`src/rtl/vcmd_pkg.sv`:
```
// Package: shared opcodes and command classes for the vendor command decoder.
// Assumes descriptors are byte-indexed with byte 0 in the least significant bits.
package vcmd_pkg;

    localparam logic [7:0] OPC_XREAD  = 8'hE4;
    localparam logic [7:0] OPC_XWRITE = 8'hE5;
    localparam logic [7:0] OPC_XRESET = 8'hE8;

    localparam logic [7:0] RSTSEL_CPU  = 8'h00;
    localparam logic [7:0] RSTSEL_LINK = 8'h01;

    typedef enum logic [2:0] {
        K_READ,
        K_WRITE,
        K_RST_CPU,
        K_RST_LINK,
        K_BAD
    } cmd_kind_t;

endpackage

```
`src/rtl/vcmd_cdb_parse.sv`:
```
// Module: combinational descriptor classifier.
// Extracts opcode, length/value, address and rejects malformed descriptors.
// Assumes CDB_BYTES >= 6; padding bytes are deliberately ignored.
module vcmd_cdb_parse
    import vcmd_pkg::*;
#(
    parameter int CDB_BYTES = 12,
    parameter int ADDR_W    = 16
) (
    input  logic [8*CDB_BYTES-1:0] cdb,
    output cmd_kind_t              kind,
    output logic [ADDR_W-1:0]      addr,
    output logic [7:0]             arg
);
    localparam int CDB_W = 8 * CDB_BYTES;

    logic [7:0]  opc;
    logic [15:0] full_addr;
    logic        unused_pad;

    assign opc       = cdb[7:0];
    assign arg       = cdb[15:8];
    assign full_addr = {cdb[31:24], cdb[39:32]};
    assign addr      = full_addr[ADDR_W-1:0];
    assign unused_pad = ^{cdb[CDB_W-1:40], cdb[23:16]};

    // Classify the opcode and check its argument byte.
    always_comb begin
        kind = K_BAD;
        unique case (opc)
            OPC_XREAD:  kind = (arg != 8'h00) ? K_READ : K_BAD;
            OPC_XWRITE: kind = K_WRITE;
            OPC_XRESET: begin
                if (arg == RSTSEL_CPU)       kind = K_RST_CPU;
                else if (arg == RSTSEL_LINK) kind = K_RST_LINK;
                else                         kind = K_BAD;
            end
            default:    kind = K_BAD;
        endcase
    end
endmodule

```
`src/rtl/vcmd_rd_stream.sv`:
```
// Module: read streamer.
// Issues one memory read per cycle while the host accepts data, and presents
// the memory output directly as the stream byte (zero when unmapped).
// Assumes the memory returns data one cycle after mem_en and holds it while idle.
module vcmd_rd_stream #(
    parameter int ADDR_W = 16
) (
    input  logic              clk,
    input  logic              rst_n,
    input  logic              start,
    input  logic [ADDR_W-1:0] start_addr,
    input  logic [7:0]        start_len,
    input  logic              rd_ready,
    input  logic [7:0]        mem_rdata,
    input  logic              mem_hit,
    output logic              fetch,
    output logic [ADDR_W-1:0] fetch_addr,
    output logic              rd_valid,
    output logic [7:0]        rd_byte,
    output logic              rd_last,
    output logic              finish
);
    logic [ADDR_W-1:0] addr_q;
    logic [7:0]        remain_q;
    logic              pend_q;
    logic              last_q;

    assign fetch      = (remain_q != 8'd0) && (!pend_q || rd_ready);
    assign fetch_addr = addr_q;
    assign rd_valid   = pend_q;
    assign rd_byte    = (pend_q && mem_hit) ? mem_rdata : 8'h00;
    assign rd_last    = pend_q && last_q;
    assign finish     = rd_last && rd_ready;

    // Advance address and count on each fetch; track the byte on display.
    always_ff @(posedge clk) begin
        if (!rst_n) begin
            addr_q   <= '0;
            remain_q <= 8'd0;
            pend_q   <= 1'b0;
            last_q   <= 1'b0;
        end else if (start) begin
            addr_q   <= start_addr;
            remain_q <= start_len;
            pend_q   <= 1'b0;
            last_q   <= 1'b0;
        end else if (fetch) begin
            addr_q   <= addr_q + 1'b1;
            remain_q <= remain_q - 8'd1;
            pend_q   <= 1'b1;
            last_q   <= (remain_q == 8'd1);
        end else if (pend_q && rd_ready) begin
            pend_q   <= 1'b0;
            last_q   <= 1'b0;
        end
    end

    AST_STALL_NO_FETCH: assert property (@(posedge clk) disable iff (!rst_n)
        (rd_valid && !rd_ready) |-> !fetch);
    AST_STALL_HOLDS: assert property (@(posedge clk) disable iff (!rst_n)
        (rd_valid && !rd_ready) |=> rd_valid);
    AST_LAST_IN_VALID: assert property (@(posedge clk) disable iff (!rst_n)
        rd_last |-> rd_valid);
endmodule

```
`src/rtl/vcmd_mem_decoder.sv`:
```
// Module: top of the vendor command memory access decoder.
// Accepts a descriptor when idle, runs a read stream, a single-byte write or
// a reset request, and ends every command with a one-cycle done pulse.
// Assumes a single-port byte memory with one-cycle read latency.
module vcmd_mem_decoder
    import vcmd_pkg::*;
#(
    parameter int CDB_BYTES = 12,
    parameter int ADDR_W    = 16
) (
    input  logic                   clk,
    input  logic                   rst_n,
    input  logic                   cmd_valid,
    output logic                   cmd_ready,
    input  logic [8*CDB_BYTES-1:0] cmd_cdb,
    output logic                   rd_valid,
    input  logic                   rd_ready,
    output logic [7:0]             rd_byte,
    output logic                   rd_last,
    output logic                   done,
    output logic                   err,
    output logic                   req_cpu_rst,
    output logic                   req_link_rst,
    output logic                   mem_en,
    output logic                   mem_we,
    output logic [ADDR_W-1:0]      mem_addr,
    output logic [7:0]             mem_wdata,
    input  logic [7:0]             mem_rdata,
    input  logic                   mem_hit
);
    typedef enum logic [1:0] {ST_IDLE, ST_READ, ST_WRITE} state_t;

    state_t            state_q;
    cmd_kind_t         kind;
    logic [ADDR_W-1:0] cmd_addr;
    logic [7:0]        cmd_arg;
    logic              accept;
    logic              rd_start;
    logic              st_fetch;
    logic [ADDR_W-1:0] st_addr;
    logic              st_finish;
    logic [ADDR_W-1:0] wr_addr_q;
    logic [7:0]        wr_val_q;
    logic              done_q, err_q, cpu_q, link_q;

    vcmd_cdb_parse #(.CDB_BYTES(CDB_BYTES), .ADDR_W(ADDR_W)) i_parse (
        .cdb  (cmd_cdb),
        .kind (kind),
        .addr (cmd_addr),
        .arg  (cmd_arg)
    );

    assign cmd_ready = (state_q == ST_IDLE);
    assign accept    = cmd_valid && cmd_ready;
    assign rd_start  = accept && (kind == K_READ);

    vcmd_rd_stream #(.ADDR_W(ADDR_W)) i_stream (
        .clk        (clk),
        .rst_n      (rst_n),
        .start      (rd_start),
        .start_addr (cmd_addr),
        .start_len  (cmd_arg),
        .rd_ready   (rd_ready),
        .mem_rdata  (mem_rdata),
        .mem_hit    (mem_hit),
        .fetch      (st_fetch),
        .fetch_addr (st_addr),
        .rd_valid   (rd_valid),
        .rd_byte    (rd_byte),
        .rd_last    (rd_last),
        .finish     (st_finish)
    );

    // Steer the single memory port to the write or to the read streamer.
    always_comb begin
        mem_we    = (state_q == ST_WRITE);
        mem_en    = st_fetch || mem_we;
        mem_addr  = mem_we ? wr_addr_q : st_addr;
        mem_wdata = wr_val_q;
    end

    // Command sequencing and one-cycle completion / reset request pulses.
    always_ff @(posedge clk) begin
        if (!rst_n) begin
            state_q   <= ST_IDLE;
            wr_addr_q <= '0;
            wr_val_q  <= 8'h00;
            done_q    <= 1'b0;
            err_q     <= 1'b0;
            cpu_q     <= 1'b0;
            link_q    <= 1'b0;
        end else begin
            done_q <= 1'b0;
            err_q  <= 1'b0;
            cpu_q  <= 1'b0;
            link_q <= 1'b0;
            unique case (state_q)
                ST_IDLE: if (accept) begin
                    unique case (kind)
                        K_READ:     state_q <= ST_READ;
                        K_WRITE: begin
                            state_q   <= ST_WRITE;
                            wr_addr_q <= cmd_addr;
                            wr_val_q  <= cmd_arg;
                        end
                        K_RST_CPU:  begin cpu_q  <= 1'b1; done_q <= 1'b1; end
                        K_RST_LINK: begin link_q <= 1'b1; done_q <= 1'b1; end
                        default:    begin err_q  <= 1'b1; done_q <= 1'b1; end
                    endcase
                end
                ST_READ: if (st_finish) begin
                    state_q <= ST_IDLE;
                    done_q  <= 1'b1;
                end
                ST_WRITE: begin
                    state_q <= ST_IDLE;
                    done_q  <= 1'b1;
                end
                default: state_q <= ST_IDLE;
            endcase
        end
    end

    assign done         = done_q;
    assign err          = err_q;
    assign req_cpu_rst  = cpu_q;
    assign req_link_rst = link_q;

    AST_RST_EXCLUSIVE: assert property (@(posedge clk) disable iff (!rst_n)
        $onehot0({req_cpu_rst, req_link_rst}));
    AST_CPU_PULSE_ONE: assert property (@(posedge clk) disable iff (!rst_n)
        req_cpu_rst |=> !req_cpu_rst);
    AST_LINK_PULSE_ONE: assert property (@(posedge clk) disable iff (!rst_n)
        req_link_rst |=> !req_link_rst);
    AST_WRITE_ONCE: assert property (@(posedge clk) disable iff (!rst_n)
        (mem_en && mem_we) |=> !(mem_en && mem_we));
    AST_BAD_NO_ACCESS: assert property (@(posedge clk) disable iff (!rst_n)
        (accept && kind == K_BAD) |=> !mem_en);
    AST_ERR_NO_PULSE: assert property (@(posedge clk) disable iff (!rst_n)
        err |-> !(req_cpu_rst || req_link_rst));
    AST_IDLE_NO_STREAM: assert property (@(posedge clk) disable iff (!rst_n)
        cmd_ready |-> !rd_valid);
endmodule

```
`config.mk`:
```
export PLATFORM = sky130hd
export DESIGN_NAME = vcmd_mem_decoder
export DESIGN_NICKNAME = d
export VERILOG_FILES = /design/src/rtl/vcmd_pkg.sv /design/src/rtl/vcmd_cdb_parse.sv /design/src/rtl/vcmd_rd_stream.sv /design/src/rtl/vcmd_mem_decoder.sv
export SDC_FILE = /design/constraint.sdc
export NUM_CORES = 1
export LEC_CHECK = 0
export ABC_AREA = 0
export BUFFER_PORTS_ARGS = -buffer_cell sky130_fd_sc_hd__buf_4
export CAP_MARGIN = 10
export CORE_MARGIN = 1
export CORE_UTILIZATION = 45
export CTS_CLUSTER_DIAMETER = 50
export DETAILED_ROUTE_END_ITERATION = 7
export PLACE_DENSITY = 0.91
export SETUP_SLACK_MARGIN = 0.5
export SLEW_MARGIN = 20
export SYNTH_ARGS = -nofsm -noshare
export SYNTH_HDL_FRONTEND = slang
export SYNTH_SLANG_ARGS = --single-unit
```
`constraint.sdc`:
```
create_clock -name clk -period 2.4 [get_ports clk]
set_clock_uncertainty 0.15 [all_clocks]
set_input_delay 0.12 -clock clk [delete_from_list [all_inputs] [get_ports clk]]
set_output_delay 0.12 -clock clk [all_outputs]
set_load 0.005 [all_outputs]
```
Word level (Yosys, flattened, before mapping)
Index checks and enable logic that the tools add are counted.
{"block": "op_classes", "add_sub_neg": 2, "mul": 0, "div_mod_pow": 0, "magnitude_cmp": 0, "eq_ne": 13, "n_shift": 0, "muxes": 24, "bitwise_logic": 1, "n_reduce_logical": 23}
{"operator": "$mux 16", "count": 3}
{"operator": "$eq 8x8->1 const B", "count": 3}
{"operator": "$mux 8", "count": 3}
{"operator": "$add 16x1->16 const B", "count": 1}
{"operator": "$eq 8x1->1 const B", "count": 2}
{"operator": "$reduce_bool 8->1", "count": 2}
{"operator": "$mux 1", "count": 9}
{"operator": "$mux 3", "count": 3}
{"operator": "$pmux 3 s3", "count": 1}
{"operator": "$reduce_and 3->1", "count": 3}
{"operator": "$logic_not 8->1", "count": 1}
{"operator": "$pmux 2 s2", "count": 2}
{"operator": "$sub 8x1->8 const B", "count": 1}
{"operator": "$logic_and 1x1->1", "count": 7}
{"operator": "$eq 3x2->1 const B", "count": 2}
{"operator": "$mux 2", "count": 2}
{"operator": "$ne 2x1->1 const B", "count": 2}
{"operator": "$reduce_bool 2->1", "count": 2}
{"operator": "$reduce_or 2->1", "count": 2}
{"operator": "$reduce_or 4->1", "count": 1}
{"operator": "$eq 3x1->1 const B", "count": 1}
{"operator": "$logic_not 3->1", "count": 1}
{"operator": "$ne 3x1->1 const B", "count": 1}
{"operator": "$pmux 1 s3", "count": 1}
{"operator": "other kinds (6)", "count": 7}
{"block": "totals", "regBits": 56, "latchBits": 0, "ram_bits": 0, "rom_bits": 0, "inputBits": 109, "out_inout_bits": 41, "word_cells": 74, "n_memories": 0}

Longest topological paths before layout
{"block": "depth", "depth_word": 9, "mapped_depth": 7, "ltp_nobuf": 7}

Hierarchy
From an unflattened synthesis, not the netlist that was laid out.
{"block": "unflattened", "cells_unflattened": 376, "hier_area_um2": 3253.1}
{"module": "vcmd_rd_stream", "n_inst": 1, "cells_each": 188, "area_each_um2": 1569.0, "seq_area_each_um2": 520.5}
{"module": "vcmd_mem_decoder", "n_inst": 1, "cells_each": 150, "area_each_um2": 1410.1, "seq_area_each_um2": 600.6}
{"module": "vcmd_cdb_parse", "n_inst": 1, "cells_each": 38, "area_each_um2": 274.0, "seq_area_each_um2": 0.0}

Least setup slack after synthesis
Ideal clock, no wire load.
{"block": "synth_timing", "path_kind": "register to register", "start": "reg i_stream.remain_q[0]", "end": "reg i_stream.addr_q[15], in the netlist i_stream.fetch_addr[15]", "setup_time_ns": 0.070, "arrival_ns": 1.912, "t_required_ns": 2.180, "slack_ns": 0.268, "stages_incl_launch_ff": 8, "path_buffers": 0, "synth_period_minus_slack_ns": 2.132, "path_cell_list": "dfxtp_1 -> inv_1 -> ha_1 -> nor4b_2 -> a211oi_4 -> or4b_1 -> xor2_1 -> a21oi_1"}
{"block": "synth_via", "elab_chain_len": 3}
{"item": "start: declaration", "line": "vcmd_rd_stream.sv:24", "text": "logic [7:0] remain_q;"}
{"item": "start signal: assignment", "line": "vcmd_rd_stream.sv:44", "text": "remain_q <= start_len;"}
{"item": "start signal: assignment", "line": "vcmd_rd_stream.sv:49", "text": "remain_q <= remain_q - 8'd1;"}
{"item": "$reduce_bool 8->1", "line": "vcmd_rd_stream.sv:28", "text": "assign fetch = (remain_q != 8'd0) && (!pend_q || rd_ready);"}
{"item": "$logic_and 1x1->1", "line": "vcmd_rd_stream.sv:28"}
{"item": "$reduce_bool 2->1 (no line)"}
{"item": "end signal: assignment", "line": "vcmd_rd_stream.sv:43", "text": "addr_q <= start_addr;"}
{"item": "end signal: assignment", "line": "vcmd_rd_stream.sv:48", "text": "addr_q <= addr_q + 1'b1;"}
{"item": "end: declaration", "line": "vcmd_rd_stream.sv:23", "text": "logic [ADDR_W-1:0] addr_q;"}
No other way between the ends.
A chain may end at the register's enable or synchronous reset.

Worst setup path in the final report
{"block": "layout_timing", "start": "reg i_stream.remain_q[1]", "end": "reg i_stream.addr_q[14], in the netlist i_stream.fetch_addr[14]"}
The elaborated chain is that of the path after synthesis.

==> flow_summary.json <==
{
  "coreArea_sq_mm": 0.00603,
  "synth.area.mux_share_pct": 1.05,
  "final_cells": 570,
  "dpl.cell_count": 525,
  "vias": 3469,
  "final_core_util_pct": 67.6,
  "crit_cells": 8,
  "yosys.area_share.simple_pct": 30.7,
  "synth_ff_type": "dfxtp_1",
  "drive_gt1_share_pct": 27.7,
  "dr.pass1.iters": 6,
  "power_density_mw_per_mm2": 667,
  "die_y_um": 81.7,
  "synth_top_family_by_area": "simple AND/OR/NAND/NOR gates",
  "syn2layout_area_growth_pct": 42.7,
  "nets": 607,
  "vias_per_cell": 6.09,
  "fin_crit_sh_pct": 90.9,
  "grt_pass1_vias": 2956,
  "worst_path_max_delay_cell": "or4b_4",
  "antenna_found_initial": 0,
  "hold_viol": 0,
  "tns_ns": 0,
  "cts.sinks": 56,
  "syn_area_sq_mm": 0.00286,
  "synthCells": 379,
  "syn_area_per_cell_sq_um": 7.54,
  "wl_per_cell_um": 17.6,
  "worstSetupEndpointType": "register",
  "period_needed_ns": 2.18,
  "min_path_type": "input pin to register",
  "synthesis.nets": 491,
  "finalPower_mw": 2.72,
  "clkSlewWorstSetupHoldPaths_ns": 0.10,
  "reg2regPathDepth": 8,
  "place_ws_ns": 0.294,
  "fillers": 432,
  "drcViolationCount": 0,
  "arrival_ns": 2.21,
  "htreeDepth": 2,
  "crit_path_cell_trace": "inv_2 > ha_4 > or4b_4 > o211ai_4 > buf_12 > nor3_2 > xnor2_1 > a21oi_1",
  "hold_depth": 3,
  "synth_warnings": 0,
  "met3_usage_pct": 3.67,
  "synth-seq-area-share_pct": 39.2,
  "ios": 150,
  "setup_viol": 0,
  "hpwl_um": 5320,
  "yosys.area_share.xor_xnor_pct": 5.21,
  "start_util_pct": 47.4,
  "routed_wl_um": 10000,
  "rsz0062_at_grt": "true",
  "cts_buffer_depth": 2,
  "cp_slowest_stage_delay_ns": 0.50,
  "clk_latency_ns": 0.31,
  "grt_use_total_pct": 25.3,
  "outcome": "complete, no violations",
  "die_area_sq_mm": 0.00667,
  "grtUsageMet1_pct": 30.0,
  "fmax_mhz": 459,
  "grt_pass1_wl_um": 13100,
  "cts_buffers": 5,
  "antenna-diode-count": 0,
  "synth_compound_area_share_pct": 18.0,
  "drv_slew": 0,
  "num_rows": 28,
  "synth_fa_ha_area_share_pct": 1.31,
  "ys_async_sr_fraction_pct": 0,
  "ant_nets": 0,
  "p_leak_nw": 1.73,
  "relSlewSlack_pct": 59.7,
  "path_delay_family": "simple AND/OR/NAND/NOR gates",
  "layout_setup_ws_ns": 0.220,
  "crit_buf_inv": 2,
  "synth-seq-cells": 56,
  "place.gp.congestion": 0.893,
  "cts_tree": "done",
  "detailedRoute.firstIterationViolations": 459,
  "ir_drop_mv": 0.416,
  "grt.busiest_layer": "met2",
  "maxCapViolations": 0,
  "synth.distinct_cells": 45,
  "io_buffers": 85,
  "use_met2_pct": 45.3,
  "cp_data_required_time_ns": 2.43,
  "root_buffer": "clkbuf_8",
  "critPathKind": "register to register",
  "dieWidth_um": 81.7,
  "cp_max_fo": 7,
  "tightest_slew_ns": 0.604,
  "crit_path_start_kind": "register",
  "synth-edff-count": 0,
  "grt_max_degree": 37,
  "overflow": 0
}
[path summary, 6_finish.rpt]
check	start	to	slack (ns)
hold reg to reg	wr_addr_q[2]$_SDFFE_PN0P_	wr_addr_q[2]$_SDFFE_PN0P_	0.31
hold / removal	cmd_cdb[6]	err$_SDFF_PN0_	0.02
setup reg to reg	i_stream.remain_q[1]$_SDFFE_PN0P_	i_stream.fetch_addr[14]$_SDFFE_PN0P_	0.22
setup / recovery	i_stream.remain_q[1]$_SDFFE_PN0P_	i_stream.fetch_addr[14]$_SDFFE_PN0P_	0.22
[cells in the final DEF, fill, tap and decap left out, types with 2 or more instances in the layout]
master / count
or4b_4: 2
nand4_1: 5
clkbuf_8: 5
o211a_1: 2
nand2b_1: 3
o211ai_1: 3
o21ai_1: 10
and2_1: 3
nand3_1: 10
or4_4: 4
ha_1: 2
nor4_1: 2
nand2_1: 111
dlygate4sd3_1: 27
dfxtp_1: 54
nor2_2: 2
buf_4: 99
xor2_1: 7
o21ai_0: 14
a21oi_1: 51
nor2_1: 11
mux2i_1: 3
dfxtp_2: 2
clkinv_2: 2
inv_2: 3
and3_1: 12
xnor2_1: 8
nor2b_1: 4
nor3_2: 3
nor3_1: 6
[routing by layer]
| metal | up-vias | routed length [um] |
|---|---|---|
| met4 | 0 | 550 |
| met2 | 303 | 4770 |
| met5 | - | 0 |
| li1 | 1536 | - |
| met3 | 73 | 1110 |
| met1 | 1557 | 3580 |
[layout make-up]
cell class | instances | area [sq um] | area share [%]
clock buffers | 5 | 68.8 | 1.69
clock inverters | 2 | 12.5 | 0.307
inverters | 5 | 20.0 | 0.491
multi-input cells | 300 | 1720 | 42.3
flip-flops and latches | 56 | 1120 | 27.6
well taps | 75 | 93.8 | 2.30
repair buffers | 127 | 1030 | 25.4
[cells in the mapped netlist, drive strengths merged, types with 2 or more instances]
cell	instances	area share [%]
nand2	112	15
dfxtp	56	39
a21oi	52	9.1
o21ai	24	4.2
nor2	14	1.8
clkbuf	13	1.7
and3	12	2.6
nand3	10	1.8
nor3	10	1.8
xnor2	9	2.8
xor2	8	2.5
buf	7	2.1
nand4	5	1.1
inv	4	0.53
nor2b	4	0.88
o211ai	4	1.5
a211oi	3	1.4
and2	3	0.66
ha	3	1.3
mux2i	3	1.1
nand2b	3	0.66
nor4	2	0.44
o211a	2	0.70
or4	2	0.66
or4b	2	0.70
[logic make-up (layout without fill, tap and decap cells)]
family                   Yosys count  in the layout
adder cells (fa/ha/maj)            3              3
flip-flops                        56             56
AO/OA/AOI/OAI                     89             89
buffers and inverters             25            139
AND/OR/NAND/NOR                  186            188
XOR/XNOR                          17             17
multiplexers                       3              3
[worst min-delay path: stages]
cell      delay [ns]
buf_4           0.11
and2_1          0.13
a311oi_1        0.09
[where the power goes]
group          total (mW)  internal (mW)  switching, mW
clock network       0.510          0.199          0.312
registers            1.12           1.01          0.111
logic                1.09          0.545          0.545
[repair_timing]
action                                 CTS  global route
cloned                                   0             2
pin swaps                               11            17
setup endpoints to repair               41            25
endpoints found under the hold margin   53             0
buffers inserted                         4             5
hold buffers                            27             0
gates resized for setup                 11            16
[flip-flops by register name, summed over array words and instances (netlist names), 2 cells and up]
signal	count
i_stream.fetch_addr	16
wr_addr_q	16
i_stream.remain_q	8
mem_wdata	8
state_q	2
[metrics by stage]
| stage | cell area (sq um) | hold WS, ns |
|---|---|---|
| 6_report | 4080 | 0.0236 |
| 5_1_grt | 4080 | 0.0392 |
| 4_1_cts | 3970 | 0.0232 |
| 3_5_place_dp | 3530 | 0.239 |
| 3_3_place_gp | 3530 | 0.233 |
| 2_1_floorplan | 2860 | 0.0943 |
No activity file was read; power rests on OpenSTA's default activity.
